===== src/rtl/ovlpPkg.sv =====
package ovlpPkg;
  // Strobes from control to datapath
  typedef struct packed {
    logic clear;   // drop every record
    logic commit;  // write the selected slot
  } strobe_t;
endpackage


===== src/rtl/ovlpCtrl.sv =====
module ovlpCtrl
  import ovlpPkg::*;
#(
  parameter int unsigned DEPTH = 4,
  localparam int unsigned CNT_W = $clog2(DEPTH + 1)
) (
  input  logic             clk,
  input  logic             rstN,
  input  logic             groupEnd,
  input  logic             stValid,
  input  logic             stHasMem,
  output strobe_t          strobe,
  output logic [DEPTH-1:0] slotSel,
  output logic [CNT_W-1:0] recCount
);

  logic hasRoom;

  assign hasRoom       = recCount < CNT_W'(DEPTH);
  assign strobe.clear  = groupEnd;
  assign strobe.commit = stValid && stHasMem && !groupEnd && hasRoom;

  for (genvar i = 0; i < DEPTH; i++) begin : gSel
    assign slotSel[i] = (recCount == CNT_W'(i));
  end

  always_ff @(posedge clk) begin
    if (!rstN)              recCount <= '0;
    else if (strobe.clear)  recCount <= '0;
    else if (strobe.commit) recCount <= recCount + CNT_W'(1);
  end

endmodule


===== src/rtl/ovlpDatapath.sv =====
module ovlpDatapath
  import ovlpPkg::*;
#(
  parameter int unsigned DEPTH  = 4,
  parameter int unsigned BASE_W = 8,
  parameter int unsigned OFF_W  = 32,
  parameter int unsigned SIZE_W = 8,
  localparam int unsigned EXT_W = OFF_W + 1
) (
  input  logic              clk,
  input  logic              rstN,
  input  strobe_t           strobe,
  input  logic [DEPTH-1:0]  slotSel,
  input  logic [BASE_W-1:0] stBase,
  input  logic [OFF_W-1:0]  stOffset,
  input  logic [SIZE_W-1:0] stSize,
  input  logic              loadCheck,
  input  logic [BASE_W-1:0] ldBase,
  input  logic [OFF_W-1:0]  ldOffset,
  input  logic [SIZE_W-1:0] ldSize,
  output logic              overlap
);

  logic [DEPTH-1:0]  validR;
  logic [BASE_W-1:0] baseR [DEPTH];
  logic [OFF_W-1:0]  offR  [DEPTH];
  logic [SIZE_W-1:0] sizeR [DEPTH];

  logic signed [EXT_W-1:0] ldStart, ldEnd;
  logic signed [EXT_W-1:0] stStart [DEPTH];
  logic signed [EXT_W-1:0] stEnd   [DEPTH];
  logic [DEPTH-1:0] hitVec;

  // Sign-extend the offset by one bit; add the zero-extended size
  assign ldStart = {ldOffset[OFF_W-1], ldOffset};
  assign ldEnd   = ldStart + $signed({{(EXT_W-SIZE_W){1'b0}}, ldSize});

  for (genvar i = 0; i < DEPTH; i++) begin : gSlot
    logic baseEq, offEq, stLower, rangeHit;

    always_ff @(posedge clk) begin
      if (!rstN)             validR[i] <= 1'b0;
      else if (strobe.clear) validR[i] <= 1'b0;
      else if (strobe.commit && slotSel[i]) validR[i] <= 1'b1;
    end

    always_ff @(posedge clk) begin
      if (strobe.commit && slotSel[i]) begin
        baseR[i] <= stBase;
        offR[i]  <= stOffset;
        sizeR[i] <= stSize;
      end
    end

    assign stStart[i] = {offR[i][OFF_W-1], offR[i]};
    assign stEnd[i]   = stStart[i] + $signed({{(EXT_W-SIZE_W){1'b0}}, sizeR[i]});

    assign baseEq   = (baseR[i] == ldBase);
    assign offEq    = (offR[i] == ldOffset);
    assign stLower  = stStart[i] < ldStart;
    assign rangeHit = stLower ? (stEnd[i] > ldStart) : (ldEnd > stStart[i]);
    assign hitVec[i] = validR[i] && baseEq && (offEq || rangeHit);
  end

  assign overlap = loadCheck && (|hitVec);

endmodule


===== src/rtl/ovlpDetector.sv =====
module ovlpDetector
  import ovlpPkg::*;
#(
  parameter int unsigned DEPTH  = 4,
  parameter int unsigned BASE_W = 8,
  parameter int unsigned OFF_W  = 32,
  parameter int unsigned SIZE_W = 8
) (
  input  logic              clk,
  input  logic              rstN,
  input  logic              groupEnd,
  input  logic              stValid,
  input  logic              stHasMem,
  input  logic [BASE_W-1:0] stBase,
  input  logic [OFF_W-1:0]  stOffset,
  input  logic [SIZE_W-1:0] stSize,
  input  logic              ldValid,
  input  logic              ldHasMem,
  input  logic [BASE_W-1:0] ldBase,
  input  logic [OFF_W-1:0]  ldOffset,
  input  logic [SIZE_W-1:0] ldSize,
  output logic              overlap
);

  localparam int unsigned CNT_W = $clog2(DEPTH + 1);

  strobe_t          strobe;
  logic [DEPTH-1:0] slotSel;
  logic [CNT_W-1:0] recCount;
  logic             loadCheck;

  assign loadCheck = ldValid && ldHasMem && (recCount != '0);

  ovlpCtrl #(.DEPTH(DEPTH)) uCtrl (
    .clk      (clk),
    .rstN     (rstN),
    .groupEnd (groupEnd),
    .stValid  (stValid),
    .stHasMem (stHasMem),
    .strobe   (strobe),
    .slotSel  (slotSel),
    .recCount (recCount)
  );

  ovlpDatapath #(
    .DEPTH (DEPTH), .BASE_W(BASE_W), .OFF_W(OFF_W), .SIZE_W(SIZE_W)
  ) uPath (
    .clk       (clk),
    .rstN      (rstN),
    .strobe    (strobe),
    .slotSel   (slotSel),
    .stBase    (stBase),
    .stOffset  (stOffset),
    .stSize    (stSize),
    .loadCheck (loadCheck),
    .ldBase    (ldBase),
    .ldOffset  (ldOffset),
    .ldSize    (ldSize),
    .overlap   (overlap)
  );

endmodule


===== config.mk =====
export PLATFORM = sky130hd
export DESIGN_NAME = ovlpDetector
export DESIGN_NICKNAME = d
export VERILOG_FILES = /design/src/rtl/ovlpPkg.sv /design/src/rtl/ovlpCtrl.sv /design/src/rtl/ovlpDatapath.sv /design/src/rtl/ovlpDetector.sv
export SDC_FILE = /design/constraint.sdc
export NUM_CORES = 1
export LEC_CHECK = 0
export BUFFER_PORTS_ARGS = -buffer_cell sky130_fd_sc_hd__buf_2
export CAP_MARGIN = 20
export CORE_MARGIN = 1.5
export CORE_UTILIZATION = 57
export DETAILED_ROUTE_END_ITERATION = 7
export PLACE_DENSITY = 0.89
export SLEW_MARGIN = 0
export SYNTH_ARGS = -nofsm -noshare
export SYNTH_HDL_FRONTEND = slang
export SYNTH_SLANG_ARGS = --single-unit

===== constraint.sdc =====
create_clock -name clk -period 6.55 [get_ports clk]
set_clock_uncertainty 0.1 [all_clocks]
set_input_delay 1.31 -clock clk [delete_from_list [all_inputs] [get_ports clk]]
set_output_delay 1.31 -clock clk [all_outputs]
set_load 0.1 [all_outputs]

==> impl_metrics.tcl <==
set metrics [dict create \
    status "finished with violations" \
    violations "setup timing" \
    syn2layout_area_growth_pct 21.1 \
    worstPathArrival_ns 5.70 \
    synth_edf_count 192 \
    port_buffers 103 \
    nets 2896 \
    met3_length_mm 7.46 \
    wl_met2_mm 30.5 \
    drive_gt1_frac 0.203 \
    syn-num-nets 2547 \
    cp-endpoint "overlap" \
    worst_ir_drop_vdd_v 0.000208 \
    layout_commonest_cell "ha_1" \
    period_minus_slack_ns 7.11 \
    mostFrequentLayoutCells "ha_1 (428), inv_1 (224), buf_4 (222), edfxtp_1 (192), a21oi_1 (161)" \
    dpl.cell_count 2766 \
    grt_pass1_wl_mm 104 \
    ys.flop_type "edfxtp_1" \
    timing.slew.headroom 0.418 \
    clock_path_buffers 2 \
    hold_viol_final 0 \
    final-setup-viol-count 1 \
    fillCellCount 2558 \
    worstPathMaxFanout 5 \
    finalCritPeriodShare 1.08 \
    fin_cells 2812 \
    ys_ff_latch 199 \
    fin_util 0.698 \
    power_density_mw_per_mm2 141 \
    timing.final.ws_setup_ns -0.555 \
    vias 18100 \
    dr.max_layer_used "met5" \
    die_y_um 187 \
    initial_core_util 0.576 \
    numCtsBuffers 17 \
    post-place-ws_ns -1.12 \
    clk_pin_slew_ns 0.08 \
    hp-class "flip-flop to flip-flop" \
    cts_tree "yes" \
    worstMarginPinSlew_ns 0.864 \
    reg2reg_depth 3 \
    grt_pass1_vias 17800 \
    synth_area_per_cell_um2 9.60 \
    synthArstFlopShare 0 \
    ys_warn_count 0 \
    worstSetupStartpointType "input port" \
    ys_types 72 \
    root_buffer "clkbuf_16" \
    chipWidth_um 187 \
    hold_buffers 0 \
    p_leak_nw 10.4 \
    io_pins 104 \
    insertion_delay_ns 0.47 \
    critPathKind "input port to output pin" \
    met1_length_mm 27.0 \
    antenna_found_initial 1 \
    worstReg2RegStart "uCtrl.recCount[2]" \
    drc 0 \
    synthesis.area_mm2 0.0192 \
    grt_usage 0.397 \
    vias_per_cell 6.42 \
    timing.setup.tns_ns -0.555 \
    drtAntennaViolNets 0 \
    htreeDepth 4 \
    cts.sinks 199 \
    gp_congestion 1.03 \
    cap_violations 0 \
    rows 67 \
    rsz0062_at_grt "yes" \
    hold_slack_ns 0.401 \
    dp_hpwl_mm 56.0 \
    grt_start_max_net_pins 33 \
    synth-seq-area-share 0.307 \
    antenna_cells 0 \
    grt-ovfl-total 0 \
    routed_wl_mm 69.3 \
    wire_per_inst_um 24.7 \
    worst-r2r-setup-slack_ns 3.76 \
    crit_path_start "ldSize[0]" \
    r2r-end "uPath.offR[2][11]" \
    core_region_area_mm2 0.0334 \
    max_freq_mhz 141 \
    dieArea_mm2 0.0348 \
    dr.pass1.iters 6 \
    drt_first_iter_violations 1918 \
    required_ns 5.14 \
    maxSlewViolCount 0 \
    endpoint_kind "output pin" \
    synth_cells 2002 \
]
-- synthesized netlist by cell type (4+ instances only) --
cell | count | area, µm²
nand2b_1 | 8 | 50.1
inv_1 | 226 | 848
xor2_1 | 28 | 245
fa_1 | 5 | 100
nor4_2 | 4 | 50.1
nand2_1 | 129 | 484
a31oi_1 | 5 | 31.3
a21o_1 | 31 | 233
o22ai_1 | 4 | 25.0
a21boi_1 | 9 | 67.6
nor3_1 | 48 | 240
nor2b_1 | 20 | 125
nand4_1 | 85 | 532
or4_1 | 10 | 75.1
nand3_1 | 77 | 385
and4_1 | 11 | 96.3
o21a_1 | 7 | 52.6
ha_1 | 437 | 5470
a221oi_1 | 8 | 70.1
and2_1 | 5 | 31.3
a21oi_1 | 166 | 831
a221o_1 | 5 | 50.1
o21ai_0 | 54 | 270
nor4_1 | 28 | 175
dfxtp_1 | 7 | 140
a2111oi_0 | 9 | 78.8
a211oi_1 | 18 | 135
o31ai_1 | 4 | 30.0
xnor2_1 | 145 | 1270
nor2_1 | 101 | 379
o2111ai_1 | 5 | 43.8
edfxtp_1 | 192 | 5770
o21ai_1 | 21 | 105
o211ai_1 | 12 | 90.1
and3_1 | 14 | 87.6
-- cell type report --
type,count,area [µm²],share of cell area
clock buffers,18,429,0.0184
clock inverters,14,184,0.00790
inverters,229,863,0.0371
multi-input cells,1570,13000,0.558
flip-flops and latches,199,5910,0.254
well taps,448,561,0.0241
repair buffers,334,2340,0.101
-- metal layers --
metal / GRT usage / up-vias
met5: 0 / -
met4: 0.227 / 2
met3: 0.0891 / 251
met2: 0.625 / 1122
met1: 0.504 / 8534
li1: - / 8147
-- sequential cells by signal (all words and copies together), names as in the netlist --
register,flops
uPath.offR,128
uPath.baseR,32
uPath.sizeR,32
uPath.validR,4
uCtrl.recCount,3
-- report_power, final --
part / internal, mW / switching (mW)
Sequential: 1.40 / 0.00922
Combinational: 0.312 / 0.426
Clock: 0.582 / 0.556
-- kinds of logic after synthesis --
logic type | synth area share
xor gates and xnor gates | 0.0788
DFF | 0.307
buffers and inverters | 0.0457
muxes | 0.00156
adders and majority gates | 0.290
AOI/OAI and AO/OA | 0.128
and+or+nand+nor | 0.149
-- worst min path at each step --
stage,startpoint,endpoint,slack (ns),cells past startpoint
2_1_floorplan,uPath.validR[2],uPath.validR[2],0.34,2
3_3_place_gp,uPath.validR[3],uPath.validR[3],0.35,2
3_5_place_dp,uPath.validR[3],uPath.validR[3],0.37,2
4_1_cts,uPath.validR[0],uPath.validR[0],0.40,2
5_1_grt,uPath.validR[3],uPath.validR[3],0.42,2
6_report,uPath.validR[0],uPath.validR[0],0.40,2
-- timing repair --
item | CTS | global route
cloned | 0 | 0
pin swaps | 48 | 25
buffers inserted | 7 | 7
resized for setup | 80 | 32
setup endpoints to repair | 1 | 1
hold endpoints to repair | 0 | 0
-- stage by stage --
stage	instance area [µm²]	total power [mW]
6_report	23300	3.29
5_1_grt	23300	3.40
4_1_cts	23100	3.25
3_5_place_dp	22000	2.11
3_3_place_gp	22000	2.08
2_1_floorplan	19300	1.81
-- worst max-delay path, stage by stage --
cell and delay [ns]:
buf_6 0.08, ha_4 0.13, inv_2 0.04, fa_2 0.34, nor2b_2 0.16, o21ai_2 0.10
a21boi_2 0.19, buf_6 0.14, o21ai_4 0.05, a21boi_2 0.17, o21ai_2 0.09, a21oi_2 0.18
buf_6 0.16, nand3_2 0.09, xnor2_2 0.17, buf_4 0.15, buf_4 0.13, ha_1 0.30
nand4_1 0.18, nor4_2 0.40, buf_4 0.19, nand3_1 0.09, a21bo_2 0.19, a31oi_1 0.04
mux2i_1 0.13, a21o_1 0.17, o221ai_4 0.11, buf_12 0.21
Power figures use the tool's default switching activity.
